==> src/rtl/acc_alu_pkg.sv <==
package acc_alu_pkg;

  localparam int DW    = 8;
  localparam int NIB   = DW / 2;
  localparam int FLW   = 5;
  localparam int OPW   = 5;

  localparam int F_CY = 0;
  localparam int F_P  = 1;
  localparam int F_AC = 2;
  localparam int F_Z  = 3;
  localparam int F_S  = 4;

  typedef enum logic [OPW-1:0] {
    OP_ADD  = 5'd0,
    OP_ADC  = 5'd1,
    OP_SUB  = 5'd2,
    OP_SBB  = 5'd3,
    OP_CMP  = 5'd4,
    OP_AND  = 5'd5,
    OP_XOR  = 5'd6,
    OP_OR   = 5'd7,
    OP_RLC  = 5'd8,
    OP_RRC  = 5'd9,
    OP_RAL  = 5'd10,
    OP_RAR  = 5'd11,
    OP_CMA  = 5'd12,
    OP_CMC  = 5'd13,
    OP_STC  = 5'd14,
    OP_DAA  = 5'd15,
    OP_PADD = 5'd16
  } op_e;

  typedef struct packed {
    logic [DW-1:0] r;
    logic          c_hi;
    logic          c_lo;
  } arith_t;

  function automatic arith_t add8(input logic [DW-1:0] a, input logic [DW-1:0] b,
                                  input logic cin);
    arith_t          o;
    logic [DW:0]     full;
    logic [NIB:0]    low;
    full   = {1'b0, a} + {1'b0, b} + {{DW{1'b0}}, cin};
    low    = {1'b0, a[NIB-1:0]} + {1'b0, b[NIB-1:0]} + {{NIB{1'b0}}, cin};
    o.r    = full[DW-1:0];
    o.c_hi = full[DW];
    o.c_lo = low[NIB];
    return o;
  endfunction

  function automatic arith_t sub8(input logic [DW-1:0] a, input logic [DW-1:0] b,
                                  input logic bin);
    arith_t          o;
    logic [DW:0]     full;
    logic [NIB:0]    low;
    full   = {1'b0, a} - {1'b0, b} - {{DW{1'b0}}, bin};
    low    = {1'b0, a[NIB-1:0]} - {1'b0, b[NIB-1:0]} - {{NIB{1'b0}}, bin};
    o.r    = full[DW-1:0];
    o.c_hi = full[DW];
    o.c_lo = low[NIB];
    return o;
  endfunction

  function automatic arith_t dec_adjust(input logic [DW-1:0] a, input logic cy,
                                        input logic ac);
    arith_t       o;
    logic         lo_fix;
    logic         hi_fix;
    logic [DW:0]  t;
    logic [NIB:0] lo_sum;
    lo_fix = (a[NIB-1:0] > 4'd9) || ac;
    lo_sum = {1'b0, a[NIB-1:0]} + (lo_fix ? 5'd6 : 5'd0);
    t      = {1'b0, a} + (lo_fix ? 9'd6 : 9'd0);
    hi_fix = (t[DW-1:NIB] > 4'd9) || t[DW] || cy;
    o.r    = t[DW-1:0] + (hi_fix ? 8'h60 : 8'h00);
    o.c_hi = hi_fix;
    o.c_lo = lo_sum[NIB];
    return o;
  endfunction

  function automatic logic [FLW-1:0] mk_flags(input logic [DW-1:0] r, input logic ac,
                                              input logic cy);
    logic [FLW-1:0] f;
    f[F_S]  = r[DW-1];
    f[F_Z]  = (r == '0);
    f[F_AC] = ac;
    f[F_P]  = ~^r;
    f[F_CY] = cy;
    return f;
  endfunction

endpackage

==> src/rtl/acc_alu_arith.sv <==
module acc_alu_arith
  import acc_alu_pkg::*;
#(
  parameter int PAIR_W = 16
) (
  input  logic              clk,
  input  logic              rst_n,
  input  op_e               op,
  input  logic [DW-1:0]     a,
  input  logic [DW-1:0]     b,
  input  logic              cy_in,
  input  logic [PAIR_W-1:0] pa,
  input  logic [PAIR_W-1:0] pb,
  output logic [DW-1:0]     res,
  output logic              cy_out,
  output logic              ac_out,
  output logic [PAIR_W-1:0] pair_sum,
  output logic              pair_cy
);

  logic   is_add;
  logic   is_sub;
  logic   chain_in;
  arith_t sum_w;
  arith_t dif_w;

  assign is_add   = (op == OP_ADD) || (op == OP_ADC);
  assign is_sub   = (op == OP_SUB) || (op == OP_SBB) || (op == OP_CMP);
  assign chain_in = ((op == OP_ADC) || (op == OP_SBB)) && cy_in;

  always_comb begin
    sum_w = add8(a, b, chain_in);
    dif_w = sub8(a, b, chain_in);
    if (is_sub) begin
      res    = dif_w.r;
      cy_out = dif_w.c_hi;
      ac_out = dif_w.c_lo;
    end else begin
      res    = sum_w.r;
      cy_out = sum_w.c_hi;
      ac_out = sum_w.c_lo;
    end
  end

  always_comb begin
    logic [PAIR_W:0] wide;
    wide     = {1'b0, pa} + {1'b0, pb};
    pair_sum = wide[PAIR_W-1:0];
    pair_cy  = wide[PAIR_W];
  end

  // a carry out of an add can never leave a result above the accumulator
  a_r3_wrap_below: assert property (@(posedge clk) disable iff (!rst_n)
    (is_add && cy_out) |-> (res <= a));

  // a plain subtract borrows exactly when the minuend is smaller
  a_r4_borrow_order: assert property (@(posedge clk) disable iff (!rst_n)
    ((op == OP_SUB) || (op == OP_CMP)) |-> (cy_out == (a < b)));

  // pair overflow means the sum wrapped below an addend
  a_r11_pair_wrap: assert property (@(posedge clk) disable iff (!rst_n)
    pair_cy |-> (pair_sum < pa));

endmodule

==> src/rtl/acc_alu_bitops.sv <==
module acc_alu_bitops
  import acc_alu_pkg::*;
(
  input  logic          clk,
  input  logic          rst_n,
  input  op_e           op,
  input  logic [DW-1:0] a,
  input  logic [DW-1:0] b,
  input  logic          cy_in,
  output logic [DW-1:0] res,
  output logic          cy_out
);

  logic is_rot;
  assign is_rot = (op == OP_RLC) || (op == OP_RRC) || (op == OP_RAL) || (op == OP_RAR);

  always_comb begin
    res    = a;
    cy_out = cy_in;
    unique case (op)
      OP_AND: begin res = a & b; cy_out = 1'b0; end
      OP_XOR: begin res = a ^ b; cy_out = 1'b0; end
      OP_OR:  begin res = a | b; cy_out = 1'b0; end
      OP_RLC: begin res = {a[DW-2:0], a[DW-1]}; cy_out = a[DW-1]; end
      OP_RRC: begin res = {a[0], a[DW-1:1]};    cy_out = a[0];    end
      OP_RAL: begin res = {a[DW-2:0], cy_in};   cy_out = a[DW-1]; end
      OP_RAR: begin res = {cy_in, a[DW-1:1]};   cy_out = a[0];    end
      OP_CMA: res = ~a;
      OP_CMC: cy_out = ~cy_in;
      OP_STC: cy_out = 1'b1;
      default: ;
    endcase
  end

  // a rotate keeps the population count of the byte
  a_r8_rot_popcount: assert property (@(posedge clk) disable iff (!rst_n)
    ((op == OP_RLC) || (op == OP_RRC)) |-> ($countones(res) == $countones(a)));

  // every rotate pushes an end bit of the accumulator into carry
  a_r8_rot_carry_src: assert property (@(posedge clk) disable iff (!rst_n)
    is_rot |-> ((cy_out == a[DW-1]) || (cy_out == a[0])));

endmodule

==> src/rtl/acc_alu_daa.sv <==
module acc_alu_daa
  import acc_alu_pkg::*;
(
  input  logic          clk,
  input  logic          rst_n,
  input  logic          active,
  input  logic [DW-1:0] a,
  input  logic          cy_in,
  input  logic          ac_in,
  output logic [DW-1:0] res,
  output logic          cy_out,
  output logic          ac_out
);

  arith_t adj_w;

  always_comb begin
    adj_w  = dec_adjust(a, cy_in, ac_in);
    res    = adj_w.r;
    cy_out = adj_w.c_hi;
    ac_out = adj_w.c_lo;
  end

  // an incoming carry is never lost by the adjustment
  a_r10_carry_sticky: assert property (@(posedge clk) disable iff (!rst_n)
    (active && cy_in) |-> cy_out);

  // a valid BCD byte with no pending carries passes unchanged
  a_r10_bcd_identity: assert property (@(posedge clk) disable iff (!rst_n)
    (active && !cy_in && !ac_in && (a[3:0] <= 4'd9) && (a[7:4] <= 4'd9))
      |-> (res == a && !cy_out));

endmodule

==> src/rtl/acc_alu_flagreg.sv <==
module acc_alu_flagreg
  import acc_alu_pkg::*;
(
  input  logic           clk,
  input  logic           rst_n,
  input  logic           we,
  input  logic [FLW-1:0] nxt,
  output logic [FLW-1:0] flags
);

  always_ff @(posedge clk or negedge rst_n) begin
    if (!rst_n)  flags <= '0;
    else if (we) flags <= nxt;
  end

  // disabled write keeps the register
  a_r2_hold: assert property (@(posedge clk) disable iff (!rst_n)
    !we |=> (flags == $past(flags)));

  // enabled write captures the proposal
  a_r2_load: assert property (@(posedge clk) disable iff (!rst_n)
    we |=> (flags == $past(nxt)));

endmodule

==> src/rtl/acc_alu.sv <==
module acc_alu
  import acc_alu_pkg::*;
#(
  parameter int PAIR_W = 16
) (
  input  logic              clk,
  input  logic              rst_n,
  input  logic [OPW-1:0]    op_i,
  input  logic [DW-1:0]     acc_i,
  input  logic [DW-1:0]     opnd_i,
  input  logic [PAIR_W-1:0] pair_a_i,
  input  logic [PAIR_W-1:0] pair_b_i,
  input  logic              flag_we_i,
  output logic [DW-1:0]     result_o,
  output logic [PAIR_W-1:0] pair_sum_o,
  output logic [FLW-1:0]    flags_nxt_o,
  output logic [FLW-1:0]    flags_o
);

  op_e           op;
  logic [DW-1:0] ar_res, bo_res, da_res;
  logic          ar_cy, ar_ac, bo_cy, da_cy, da_ac, pr_cy;
  logic          is_arith, is_rot, is_daa, is_undef;

  assign op       = op_e'(op_i);
  assign is_arith = (op_i <= 5'd4);
  assign is_rot   = (op == OP_RLC) || (op == OP_RRC) || (op == OP_RAL) || (op == OP_RAR);
  assign is_daa   = (op == OP_DAA);
  assign is_undef = (op_i > 5'd16);

  acc_alu_arith #(.PAIR_W(PAIR_W)) u_arith (
    .clk(clk), .rst_n(rst_n), .op(op), .a(acc_i), .b(opnd_i),
    .cy_in(flags_o[F_CY]), .pa(pair_a_i), .pb(pair_b_i),
    .res(ar_res), .cy_out(ar_cy), .ac_out(ar_ac),
    .pair_sum(pair_sum_o), .pair_cy(pr_cy)
  );

  acc_alu_bitops u_bitops (
    .clk(clk), .rst_n(rst_n), .op(op), .a(acc_i), .b(opnd_i),
    .cy_in(flags_o[F_CY]), .res(bo_res), .cy_out(bo_cy)
  );

  acc_alu_daa u_daa (
    .clk(clk), .rst_n(rst_n), .active(is_daa), .a(acc_i),
    .cy_in(flags_o[F_CY]), .ac_in(flags_o[F_AC]),
    .res(da_res), .cy_out(da_cy), .ac_out(da_ac)
  );

  acc_alu_flagreg u_flags (
    .clk(clk), .rst_n(rst_n), .we(flag_we_i), .nxt(flags_nxt_o), .flags(flags_o)
  );

  always_comb begin
    result_o    = acc_i;
    flags_nxt_o = flags_o;
    case (op)
      OP_ADD, OP_ADC, OP_SUB, OP_SBB: begin
        result_o    = ar_res;
        flags_nxt_o = mk_flags(ar_res, ar_ac, ar_cy);
      end
      OP_CMP:  flags_nxt_o = mk_flags(ar_res, ar_ac, ar_cy);
      OP_AND: begin
        result_o    = bo_res;
        flags_nxt_o = mk_flags(bo_res, 1'b1, bo_cy);
      end
      OP_XOR, OP_OR: begin
        result_o    = bo_res;
        flags_nxt_o = mk_flags(bo_res, 1'b0, bo_cy);
      end
      OP_RLC, OP_RRC, OP_RAL, OP_RAR: begin
        result_o           = bo_res;
        flags_nxt_o[F_CY]  = bo_cy;
      end
      OP_CMA:  result_o = bo_res;
      OP_CMC, OP_STC: flags_nxt_o[F_CY] = bo_cy;
      OP_DAA: begin
        result_o    = da_res;
        flags_nxt_o = mk_flags(da_res, da_ac, da_cy);
      end
      OP_PADD: flags_nxt_o[F_CY] = pr_cy;
      default: ;
    endcase
  end

  // compare never disturbs the accumulator
  a_r5_cmp_keeps_acc: assert property (@(posedge clk) disable iff (!rst_n)
    (op == OP_CMP) |-> (result_o == acc_i));

  // equal operands give zero and no borrow
  a_r5_cmp_equal: assert property (@(posedge clk) disable iff (!rst_n)
    ((op == OP_CMP) && (acc_i == opnd_i)) |-> (flags_nxt_o[F_Z] && !flags_nxt_o[F_CY]));

  // AND forces the two carry flags
  a_r6_and_carries: assert property (@(posedge clk) disable iff (!rst_n)
    (op == OP_AND) |-> (!flags_nxt_o[F_CY] && flags_nxt_o[F_AC]));

  // XOR and OR clear both carries
  a_r7_logic_carries: assert property (@(posedge clk) disable iff (!rst_n)
    ((op == OP_XOR) || (op == OP_OR)) |-> (flags_nxt_o[F_CY] == 1'b0 && flags_nxt_o[F_AC] == 1'b0));

  // rotates touch only the carry flag
  a_r8_rot_flags: assert property (@(posedge clk) disable iff (!rst_n)
    is_rot |-> (flags_nxt_o[FLW-1:1] == flags_o[FLW-1:1]));

  // complementing the accumulator leaves every flag
  a_r9_cma_flags: assert property (@(posedge clk) disable iff (!rst_n)
    (op == OP_CMA) |-> (flags_nxt_o == flags_o));

  // carry control leaves the accumulator
  a_r9_carry_ctl_acc: assert property (@(posedge clk) disable iff (!rst_n)
    ((op == OP_CMC) || (op == OP_STC)) |-> (result_o == acc_i));

  // pair add touches only carry
  a_r11_pair_flags: assert property (@(posedge clk) disable iff (!rst_n)
    (op == OP_PADD) |-> (flags_nxt_o[FLW-1:1] == flags_o[FLW-1:1] && result_o == acc_i));

  // unused codes are inert
  a_r12_undef_inert: assert property (@(posedge clk) disable iff (!rst_n)
    is_undef |-> (flags_nxt_o == flags_o && result_o == acc_i));

  // arithmetic results agree with the zero flag they propose
  a_r3_zero_match: assert property (@(posedge clk) disable iff (!rst_n)
    (is_arith && op != OP_CMP) |-> (flags_nxt_o[F_Z] == (result_o == 8'h00)));

endmodule

==> config.mk <==
export PLATFORM = sky130hd
export DESIGN_NAME = acc_alu
export DESIGN_NICKNAME = d
export VERILOG_FILES = /design/src/rtl/acc_alu_pkg.sv /design/src/rtl/acc_alu_arith.sv /design/src/rtl/acc_alu_bitops.sv /design/src/rtl/acc_alu_daa.sv /design/src/rtl/acc_alu_flagreg.sv /design/src/rtl/acc_alu.sv
export SDC_FILE = /design/constraint.sdc
export NUM_CORES = 1
export LEC_CHECK = 0
export ABC_AREA = 1
export CORE_UTILIZATION = 50
export CTS_CLUSTER_DIAMETER = 30
export DETAILED_ROUTE_END_ITERATION = 10
export PLACE_DENSITY = 0.89
export SYNTH_ARGS = -nofsm -noshare
export SYNTH_HDL_FRONTEND = slang
export SYNTH_SLANG_ARGS = --single-unit
==> constraint.sdc <==
create_clock -name clk -period 7.5 [get_ports clk]
set_input_delay 1.125 -clock clk [delete_from_list [all_inputs] [get_ports clk]]
set_output_delay 1.125 -clock clk [all_outputs]
set_load 0.01 [all_outputs]
# Yosys cells after proc, flatten, opt, wreduce, memory -nomap -nowiden
# Cells that the tools add are included.
# W data, S select, Z words.
[word_totals] reg_bits=5 inputBits=56 out_inout_bits=34 wordCells=69
[classes] addsub=12 order_cmp=2 eq_ne=16 mux=11 bitwise_logic=5 n_reduce_logical=22
[ops] operator="$pmux W8 S8" n=1
[ops] operator="$eq A5 B4 Y1 const B" n=8
[ops] operator="$logic_not A8 Y1" n=3
[ops] operator="$pmux W8 S3" n=1
[ops] operator="$reduce_xnor A8 Y1" n=3
[ops] operator="$eq A5 B3 Y1 const B" n=4
[ops] operator="$add A16 B16 Y17" n=1
[ops] operator="$pmux W4 S4" n=1
[ops] operator="$eq A5 B2 Y1 const B" n=2
[ops] operator="$add A8 B8 Y9" n=1
[ops] operator="$add A8 B9 Y9" n=1
[ops] operator="$add A9 B1 Y9" n=1
[ops] operator="$reduce_or A9 Y1" n=1
[ops] operator="$sub A8 B8 Y9" n=1
[ops] operator="$sub A9 B1 Y9" n=1
[ops] operator="$add A8 B8 Y8" n=1
[ops] operator="$and A8 B8 Y8" n=1
[ops] operator="$gt A4 B4 Y1 const B" n=2
[ops] operator="$mux W8" n=1
[ops] operator="$not A8 Y8" n=1
[ops] operator="$or A8 B8 Y8" n=1
[ops] operator="$reduce_or A8 Y1" n=1
[ops] operator="$xor A8 B8 Y8" n=1
[ops] operator="$mux W7" n=1
[ops] operator="19 further kinds" n=28

# Depth between registers and ports, before layout
# Gate-level depths: netlist (run 1).
[logic_depth] word_depth=11 mapped_depth=24 ltp_nobuf=23

# By module
# Synthesis (run 1) repeated with hierarchy kept, for this count alone.
[hier_totals] cells_unflattened=849 area_unflattened_um2=4626.9
[by_module_without_submodules] module="acc_alu_arith" instances=1 cells_per_inst=384 area_per_inst_um2=2038.2 seq_area_each_um2=0.0
[by_module_without_submodules] module="acc_alu_bitops" instances=1 cells_per_inst=205 area_per_inst_um2=1097.3 seq_area_each_um2=0.0
[by_module_without_submodules] module="acc_alu" instances=1 cells_per_inst=195 area_per_inst_um2=980.9 seq_area_each_um2=0.0
[by_module_without_submodules] module="acc_alu_daa" instances=1 cells_per_inst=44 area_per_inst_um2=325.3 seq_area_each_um2=0.0
[by_module_without_submodules] module="acc_alu_flagreg" instances=1 cells_per_inst=21 area_per_inst_um2=185.2 seq_area_each_um2=125.1

# Worst setup path before layout (run 1)
# OpenSTA, ideal clock, no wires.
[synth_timing] path_type="input-to-output" from="input port acc_i[3]" to="output port flags_nxt_o[1]" arrival_ns=4.201 required_time_ns=6.375 path_slack_ns=2.174 stages=20 n_path_buf=1 cell_sequence="buf_2 o21ai_0 nand2_1 ha_1 fa_1 nand3_1 xor2_1 inv_1 nand2_1 nand2_1 nand2_1 ha_1 inv_1 fa_1 nand3_1 nand2_1 ha_1 xnor2_1 xor2_1 o2111ai_1"
[synth_via] elab_chain_len=11 elab_cells_between_ends=23 classes_between="add/sub (6); order compare (2); mux (5); bitwise (4); reduce/logical (6)"
[synth_rtl] element="start: declaration" line="acc_alu.sv:9" text="input logic [DW-1:0] acc_i,"
[synth_rtl] element="$gt A4 B4 Y1" line="acc_alu_pkg.sv:73" text="lo_fix = (a[NIB-1:0] > 4'd9) || ac;"
[synth_rtl] element="$logic_or A1 B1 Y1" line="acc_alu_pkg.sv:73"
[synth_rtl] element="$mux W3" line="acc_alu_pkg.sv:75" text="t = {1'b0, a} + (lo_fix ? 9'd6 : 9'd0);"
[synth_rtl] element="$add A8 B9 Y9" line="acc_alu_pkg.sv:75"
[synth_rtl] element="$gt A4 B4 Y1" line="acc_alu_pkg.sv:76" text="hi_fix = (t[DW-1:NIB] > 4'd9) || t[DW] || cy;"
[synth_rtl] element="$logic_or A1 B1 Y1 (2 in a row)" line="acc_alu_pkg.sv:76"
[synth_rtl] element="$mux W7" line="acc_alu_pkg.sv:77" text="o.r = t[DW-1:0] + (hi_fix ? 8'h60 : 8'h00);"
[synth_rtl] element="$add A8 B8 Y8" line="acc_alu_pkg.sv:77"
[synth_rtl] element="$reduce_xnor A8 Y1" line="acc_alu_pkg.sv:89" text="f[F_P] = ~^r;"
[synth_rtl] element="$pmux W4 S4 *" line="acc_alu.sv:56" text="case (op)"
[synth_rtl] element="end: declaration" line="acc_alu.sv:16" text="output logic [FLW-1:0] flags_nxt_o,"
# Every way passes the cells marked *; elsewhere a longest branch is shown, timed or not.

# Final worst setup path (run 1)
[layout_timing] from="input port op_i[2]" to="output port flags_nxt_o[1]"
[layout_via] elab_chain_len=7 elab_cells_between_ends=27 classes_between="add/sub (2); eq/ne (13); mux (3); reduce/logical (9)"
[layout_rtl] element="start: declaration" line="acc_alu.sv:8" text="input logic [OPW-1:0] op_i,"
[layout_rtl] element="$eq A5 B1 Y1 or $eq A5 B2 Y1 (tied branches)"
[layout_rtl] element="$logic_or A1 B1 Y1" line="acc_alu_arith.sv:29" text="assign chain_in = ((op == OP_ADC) || (op == OP_SBB)) && cy_in;"
[layout_rtl] element="$logic_and A1 B1 Y1" line="acc_alu_arith.sv:29"
[layout_rtl] element="$add A9 B1 Y9 or $sub A9 B1 Y9 (tied branches)" line="acc_alu_pkg.sv:45, acc_alu_pkg.sv:58"
[layout_rtl] element="$mux W8" line="acc_alu_arith.sv:34" text="if (is_sub) begin"
[layout_rtl] element="$reduce_xnor A8 Y1" line="acc_alu_pkg.sv:89"
[layout_rtl] element="$pmux W4 S4 *" line="acc_alu.sv:56"
# Marks and branches as above.

==> summary.txt, run 1 <==
Status
  • Status: complete, but fails checks
  • Failing checks: design-rule violations

Global route
  • Vias in the first global route: 4,082
  • GRT Overall Usage: 0.3012
  • Largest net degree at the start of global routing: 14
  • Global-route wire length before repair: 17,970 microns
  • Initial antenna violation count: 0
  • Total grt overflow: 0

Worst setup path
  • R2R Path End: u_flags.flags[1]
  • CP max FO: 5
  • Crit-path cells: clkdlybuf4s50_1, nor2_1, inv_1, nor3_1, fa_1, inv_1, ha_1, nor2_1, fa_1, nand2_1, nand2_1, nand2_1, a31oi_1, or2_2, nand3_1, nand2_1, ha_1, xnor2_1, xnor2_1, nand2_1, o2111ai_1, clkdlybuf4s50_1
  • Worst setup endpoint: flags_nxt_o[1]
  • CP peak stage delay: 590 ps
  • Crit path launch type: input pin
  • Crit path launch: op_i[2]
  • Worst R2R Start: u_flags.flags[0]
  • Slowest CP cell: clkdlybuf4s50_1
  • Worst Path Required: ~6400 ps
  • Nature of the critical path endpoint: output pin
  • Reg2reg path depth: 21
  • Crit-path most repeated cell: nand2_1
  • FF-to-FF setup slack: 3410 ps
  • Setup CP Type: input pin to output pin
  • CP arrival: 5730 ps

Detailed routing
  • Routed len/inst: 14.68 microns
  • Routed via count: roughly 4,100
  • 1st-pass router iterations: 10
  • Routed vias/inst: 5.578
  • Routed WL: ~11,000 microns
  • # DRC: 11
  • First DRT Iteration DRCs: 206
  • Detail Route Antenna Nets: 0

CTS
  • # clock sinks: 5
  • Inserted Clock Buffers: 3
  • Worst-path clk slew: 30 ps
  • Max Buffers Root-to-Sink: 2
  • TritonCTS clock tree: built
  • Root Buffer: clkbuf_8
  • Hold_buf cts: 0
  • Clock latency on the worst-skew pair: ~220 ps
  • Post-CTS setup buffer count: 0
  • Post_cts resized: 0
  • H-tree depth: 1

STA
  • Hold_ws: roughly 530 ps
  • FMAX: 0.1460 GHz
  • RSZ-0062 raised after global routing: false
  • Slew margin rel.: 0.6031
  • Tcrit/Tclk final: 0.9134
  • Final Critical Period: between 6000 and 7000 ps
  • # setup viols final: 0
  • Final Skew: 1.187 ps
  • Endpoints failing hold: 0
  • Max-slew violation count: 0
  • Least-Margin Pin Slew: 595.3 ps
  • Fin Setup TNS: 0 ps

Yosys
  • Syn Area/Cell: around 6 sq um
  • Post-Synth Adder-Cell Area: 0.2633
  • Mapped Area: between 3000 and 4000 sq um
  • Post-synthesis compound-gate area fraction: 0.1681
  • Ranking of synthesized cells by area: ha_1, nand2_1, inv_1
  • Synth Net Count: 696
  • Mux share of post-synthesis cell area: 0
  • Distinct cells, synth: 39
  • Synth Area in XOR/XNOR: 0.07914
  • Number of warnings issued by yosys: 0
  • Largest family of logic cells by synthesized area: simple AND/OR/NAND/NOR gates
  • Cells after synthesis: about 570
  • Post-synthesis sequential area ratio: 0.03647
  • Yosys reg bits: 5
  • Simple-gate share of the synthesized area: 0.3213
  • Yosys top cell by area: ha_1
  • Area fraction of the dominant cell type after synthesis: 0.2225

Power
  • Leakage: 2.332 nW
  • Pwr per Cell Area: 120.0 nW/um^2
  • Worst IR Drop VDD: ~0.000065 V
  • Overall Power: 0.0005317 W

Place
  • HPWL Detailed: 9307 microns
  • Area after DPL: 4387 sq um
  • Port Buffer Count: 89
  • GP Congestion: 0.9442

Finish
  • Layout Nets: 785
  • Ant diodes: 0
  • Register with the most flip-flops: u_flags.flags
  • Design area: approximately 4400 sq um
  • Area Overhead vs Synth: 29.18%
  • Largest registers: u_flags.flags: 5 flops
  • Max reg flops: 5
  • Layout cells sized above 1: 0.02727

Die
  • Die height: 84.84 microns
  • Rows: 29
  • Die ar.: 7197 sq um
  • Die width: 84.84 microns
  • Core area: 6495 sq um
  • Starting density of the core: 0.5282
  • Top Ports: 90

Run
  • Max Cap Violations: 0

Hold path
  • Hold/Removal Path Class: flip-flop to flip-flop
==> per-layer routing <==
layer | up-vias | global-route usage | wire, microns
met1 | 1867 | 0.3596 | 4564
li1 | 2043 | - | -
met5 | - | 0 | 0
met4 | 0 | 0.1171 | 370
met3 | 35 | 0.02724 | 630
met2 | 166 | 0.5565 | 5250
==> cells by family (layout without fill, tap and decap cells) <==
kind of cell               after synthesis  after routing
adders and majority gates               68             68
buffers and inverters                  115            203
xor gates and xnor gates                31             31
AOI/OAI and AO/OA                       96             96
DFF                                      5              5
and+or+nand+nor                        257            257
==> stage by stage <==
step                      utilization  setup slack (ps)  std cells
after floorplan                     -              2174        572
after global placement         0.6754             853.9        733
after detailed placement       0.6754             726.3        733
after CTS                      0.6823             725.1        737
after global routing           0.6823             427.2        737
final                          0.6823             649.6        737
==> layout by cell type (no fill, tap or decap), drive strengths merged, types with 10 or more instances in the layout <==
cell type	instances
a21oi	37
clkdlybuf4s50	89
ha	61
inv	108
nand2	144
nand3	41
nand4	10
nor2	53
o21ai	19
o22ai	14
xnor2	17
xor2	14
==> layout make-up <==
cell class                 count  area (sq um)
inverter                     108         405.4
multi-input combinational    452          2854
sequential                     5         125.1
timing repair buffer          91         905.9
clock buffer                   4         45.04
tap                           77         96.34
fill                         588          2063
==> worst min path at each step <==
stage,start,to,depth (start not counted)
floorplan,u_flags.flags[0],u_flags.flags[0],2
global placement,u_flags.flags[4],u_flags.flags[4],2
detailed placement,u_flags.flags[4],u_flags.flags[4],2
CTS,u_flags.flags[3],u_flags.flags[3],2
global route,u_flags.flags[4],u_flags.flags[4],2
finish,u_flags.flags[4],u_flags.flags[4],2
==> Yosys cell counts <==
cell / count
xor2_1: 14
or2_2: 1
inv_1: 106
buf_4: 2
nor2_4: 1
buf_2: 4
nand4_1: 10
nand3_2: 1
nor2_1: 51
inv_2: 2
nand3b_1: 3
nand2_2: 1
o21ai_2: 3
buf_6: 1
nor3_1: 2
fa_1: 7
nand3_1: 40
o2111ai_1: 2
xnor2_1: 17
nor4_1: 1
a211oi_1: 1
nor2_2: 1
a21boi_0: 2
o211ai_1: 5
a31oi_1: 6
dfrtp_1: 5
o31ai_1: 2
a21oi_1: 37
o21bai_1: 2
a2bb2oi_1: 1
o22ai_1: 14
nor3_4: 2
a22oi_1: 2
a22o_1: 1
nand2_1: 143
o31ai_2: 1
ha_1: 61
a21o_1: 1
o21ai_0: 16
==> power breakdown <==
group | switching (W) | total, W | internal (W)
Combinational | 0.000231 | 0.000442 | 0.000211
Sequential | 0.00000763 | 0.0000403 | 0.0000327
Clock | 0.0000126 | 0.0000491 | 0.0000364
Total | 0.000252 | 0.000532 | 0.000280
==> critical path, delay by kind of cell <==
family / cells / cell delay, ps
AO/OA/AOI/OAI: 2 / 250
buffers and inverters: 4 / 1230
adder cells (fa/ha/maj): 4 / 1350
AND/OR/NAND/NOR: 10 / 1430
XOR/XNOR: 2 / 350
Power figures use the tool's default switching activity.
==> run 2: changes to the inputs <==
--- a/config.mk
+++ b/config.mk
@@ -10,6 +10,7 @@
 export CTS_CLUSTER_DIAMETER = 30
 export DETAILED_ROUTE_END_ITERATION = 10
 export PLACE_DENSITY = 0.89
+export SKIP_LAST_GASP = 1
 export SYNTH_ARGS = -nofsm -noshare
 export SYNTH_HDL_FRONTEND = slang
 export SYNTH_SLANG_ARGS = --single-unit
==> results of run 2 <==
The final DEF is identical to that of run 1; final timing and power are the same.
==> run 3: changes to the inputs <==
--- a/config.mk
+++ b/config.mk
@@ -6,11 +6,13 @@
 export NUM_CORES = 1
 export LEC_CHECK = 0
 export ABC_AREA = 1
+export CORE_ASPECT_RATIO = 0.5
 export CORE_UTILIZATION = 50
 export CTS_CLUSTER_DIAMETER = 30
 export DETAILED_ROUTE_END_ITERATION = 10
-export PLACE_DENSITY = 0.89
+export PLACE_DENSITY = 0.84
 export SKIP_LAST_GASP = 1
 export SYNTH_ARGS = -nofsm -noshare
 export SYNTH_HDL_FRONTEND = slang
+export SYNTH_HIERARCHICAL = 1
 export SYNTH_SLANG_ARGS = --single-unit
==> run 3 against run 2 <==
The run now ends clean. Worst setup slack improved by 120 ps. Via count is 35% higher. Cell area grew 29%. Clock-buffer cell count did not move. Critical path depth up 6. Area after synthesis grew 35%. Sequential share of layout area decreased by 0.63 points. Power up 22%. Die area rose by 34%. Cell count up 43%. Register-to-register slack better by 410 ps. First-iteration DRC count grew to 2.8 times the previous value. Largest cell class unchanged. Largest power group unchanged.
==> summary.txt, run 3 <==
Worst setup path
  • Worst Path Required: 6380 ps (about the same)
  • Critical path buffers and inverters: 7 (+3)
  • CP peak stage delay: 640 ps (+50 ps)
  • Crit-path most repeated cell: nand2_1
  • Nature of the critical path endpoint: output pin
  • Slowest CP cell: clkdlybuf4s50_1
  • Setup CP Type: input pin to output pin
  • CP arrival: 5600 ps (-130 ps)
  • CP max FO: 12 (+7)
  • Crit path launch type: input pin
  • CP delay by family, top: adder cells

Yosys
  • Async SR Flop Fraction: 1.000 (unchanged)
  • Area fraction of the dominant cell type after synthesis: 0.2247 (+0.002251)
  • Predominant post-synthesis flop cell: dfrtp_1
  • Post-synth EDFFs: 0 (unchanged)
  • Post-synthesis sequential area ratio: 0.02704 (-0.009428)
  • Number of warnings issued by yosys: 6 (+6)
  • Cells after synthesis: 849 (+48%)
  • Mapped Area: 4627 sq um (+35%)
  • Synth Net Count: 980 (+41%)
  • Most common cell in the synthesized netlist: nand2_1
  • Yosys reg bits: 5 (unchanged)
  • Distinct cells, synth: 36 (-7.7%)
  • Synth cell count leaders: nand2_1, inv_1, nand3_1, nor2_1, ha_1
  • Yosys top cell by area: nand2_1
  • Syn Area/Cell: 5.450 sq um (-9.1%)
  • Ranking of synthesized cells by area: nand2_1, ha_1, inv_1

CTS
  • Inserted Clock Buffers: 3 (unchanged)
  • Hold_buf cts: 0 (unchanged)
  • TritonCTS clock tree: built
  • Post_cts resized: 0 (unchanged)
  • H-tree depth: 1 (unchanged)
  • Worst-path clk slew: 30 ps (about the same)
  • Root Buffer: clkbuf_16
  • Clock latency on the worst-skew pair: 230 ps (about the same)
  • Max Buffers Root-to-Sink: 2 (unchanged)
  • Post-CTS setup buffer count: 0 (unchanged)
  • # clock sinks: 5 (unchanged)

STA
  • Least-Margin Pin Slew: 654.9 ps (+59.59 ps)
  • Final Critical Period: 6727 ps (-123.8 ps)
  • # setup viols final: 0 (unchanged)
  • Fin Setup TNS: 0 ps (unchanged)
  • Slew margin rel.: 0.5620 (-0.04104)
  • RSZ-0062 raised after global routing: false
  • Max-slew violation count: 0 (unchanged)
  • Tcrit/Tclk final: 0.8969 (-0.01650)
  • Final Skew: 3.242 ps (+2.055 ps)
  • Endpoints failing hold: 0 (unchanged)
  • FMAX: 0.1487 GHz (+1.8%)
  • Hold_ws: 499.3 ps (-28.82 ps)

Finish
  • Final core occ: 0.6464 (-0.03594)
  • Max reg flops: 5 (unchanged)
  • Commonest non-fill, non-tap cell in the layout: nand2_1
  • Design area: 5707 sq um (+29%)
  • Layout cells sized above 1: 0.06496 (+0.03769)
  • Ant diodes: 0 (unchanged)
  • Register with the most flip-flops: u_flags/flags
  • Largest registers: u_flags/flags: 5 flops
  • Layout Nets: 1,071 (+36%)
  • Area Overhead vs Synth: 23.34%
  • Post-Layout Cell Count: 1,056 (+43%)
  • Most frequent cells in the layout: nand2_1, inv_1, clkdlybuf4s50_1, nand3_1, nor2_1

Global route
  • Largest net degree at the start of global routing: 29 (+15)
  • Total grt overflow: 0 (unchanged)
  • Vias in the first global route: 5,193 (+27%)
  • Initial antenna violation count: 0 (unchanged)
  • GRT Overall Usage: 0.2855 (-0.01563)
  • Global-route wire length before repair: 23,160 microns (+29%)

Place
  • Port Buffer Count: 89 (unchanged)
  • Placed Instances: 1,052 (+44%)
  • Area after DPL: 5628 sq um (+28%)
  • GP Congestion: 0.9478 (+0.38%)
  • HPWL Detailed: 10,890 microns (+17%)

Detailed routing
  • First DRT Iteration DRCs: 569 (+180%)
  • Routed len/inst: 12.86 microns (-12%)
  • Detail Route Antenna Nets: 0 (unchanged)
  • Routed vias/inst: 5.238 (-6.1%)
  • # DRC: 0 (-11)
  • 1st-pass router iterations: 7 (-3)
  • Routed via count: 5,531 (+35%)
  • Routed WL: 13,580 microns (+26%)

Die
  • Die width: 138.0 microns (+63%)
  • Core area: 8828 sq um (+36%)
  • Rows: 24 (-17%)
  • Top Ports: 90 (unchanged)
  • Die ar.: 9666 sq um (+34%)
  • Die height: 70.02 microns (-17%)
  • Starting density of the core: 0.5241 (-0.004129)

Power
  • Worst IR Drop VDD: 0.00007216 V (+11%)
  • Pwr per Cell Area: 113.3 nW/um^2 (-5.6%)
  • Leakage: 3.363 nW (+44%)

Status
  • Status: finished clean

Hold path
  • Hold/Removal Path Class: flip-flop to flip-flop

Run
  • Max Cap Violations: 0 (unchanged)
run 3: changes by cell type in the layout (fill, tap and decap cells not counted), sizes merged, moves of 14 or more:
| cell | change |
|---|---|
| inv | +74 |
| nand3 | +43 |
| nand4 | +25 |
| o22ai | -14 |
| nor2 | +31 |
| nand2 | +150 |
run 3: layout make-up:
| type | instances | area [sq um] |
|---|---|---|
| inverters | 185 | 701.9 |
| clock buffers | 4 | 78.83 |
| well taps | 117 | 146.4 |
| repair buffers | 97 | 950.9 |
| flip-flops and latches | 5 | 125.1 |
| fillers | 855 | 3122 |
| multi-input cells | 648 | 3704 |
run 3: per-stage QoR:
| stage | total power (W) | setup WS [ps] |
|---|---|---|
| 4_1_cts | 0.0006413 | 829.4 |
| 3_3_place_gp | 0.0005379 | 974.3 |
| 3_5_place_dp | 0.0005480 | 839.1 |
| 5_1_grt | 0.0007199 | 482.6 |
| 6_report | 0.0006464 | 773.3 |
| 2_1_floorplan | 0.0003659 | 2303 |
run 3: final timing paths:
check	depth (start not counted)	endpoint	start	slack [ps]
min in group asynchronous	1	u_flags/flags[1]	rst_n	1130
hold reg to reg	2	u_flags/flags[1]	u_flags/flags[1]	500
setup reg to reg	28	u_flags/flags[1]	u_flags/flags[2]	3820
setup / recovery	28	flags_nxt_o[1]	acc_i[2]	770
max in group asynchronous	1	u_flags/flags[3]	rst_n	6160
hold / removal	2	u_flags/flags[1]	u_flags/flags[1]	500
run 3: layer usage:
| metal | wire length (microns) | share of wire | track usage |
|---|---|---|---|
| met1 | 6294 | 0.46 | 0.3896 |
| met2 | 5899 | 0.43 | 0.4800 |
| met3 | 1185 | 0.087 | 0.03772 |
| met4 | 203 | 0.015 | 0.05983 |
| met5 | 0 | 0 | 0 |
run 3: tightest hold or removal path: stages (launching register included):
cell and delay (ps):
dfrtp_1 350, nand2_1 60, nand2_1 50
run 3: cell families after synthesis:
group	Yosys count	synth area share
AOI/OAI and AO/OA	44	0.05084
DFF	5	0.02704
xor gates and xnor gates	18	0.03407
buffers and inverters	196	0.1725
adders and majority gates	75	0.2142
and+or+nand+nor	511	0.5014
run 3: report_power, final:
part / internal [W] / switching (W)
sequential: 0.0000325 / 0.00000794
clock: 0.0000705 / 0.0000179
combinational: 0.000223 / 0.000295
total: 0.000326 / 0.000321
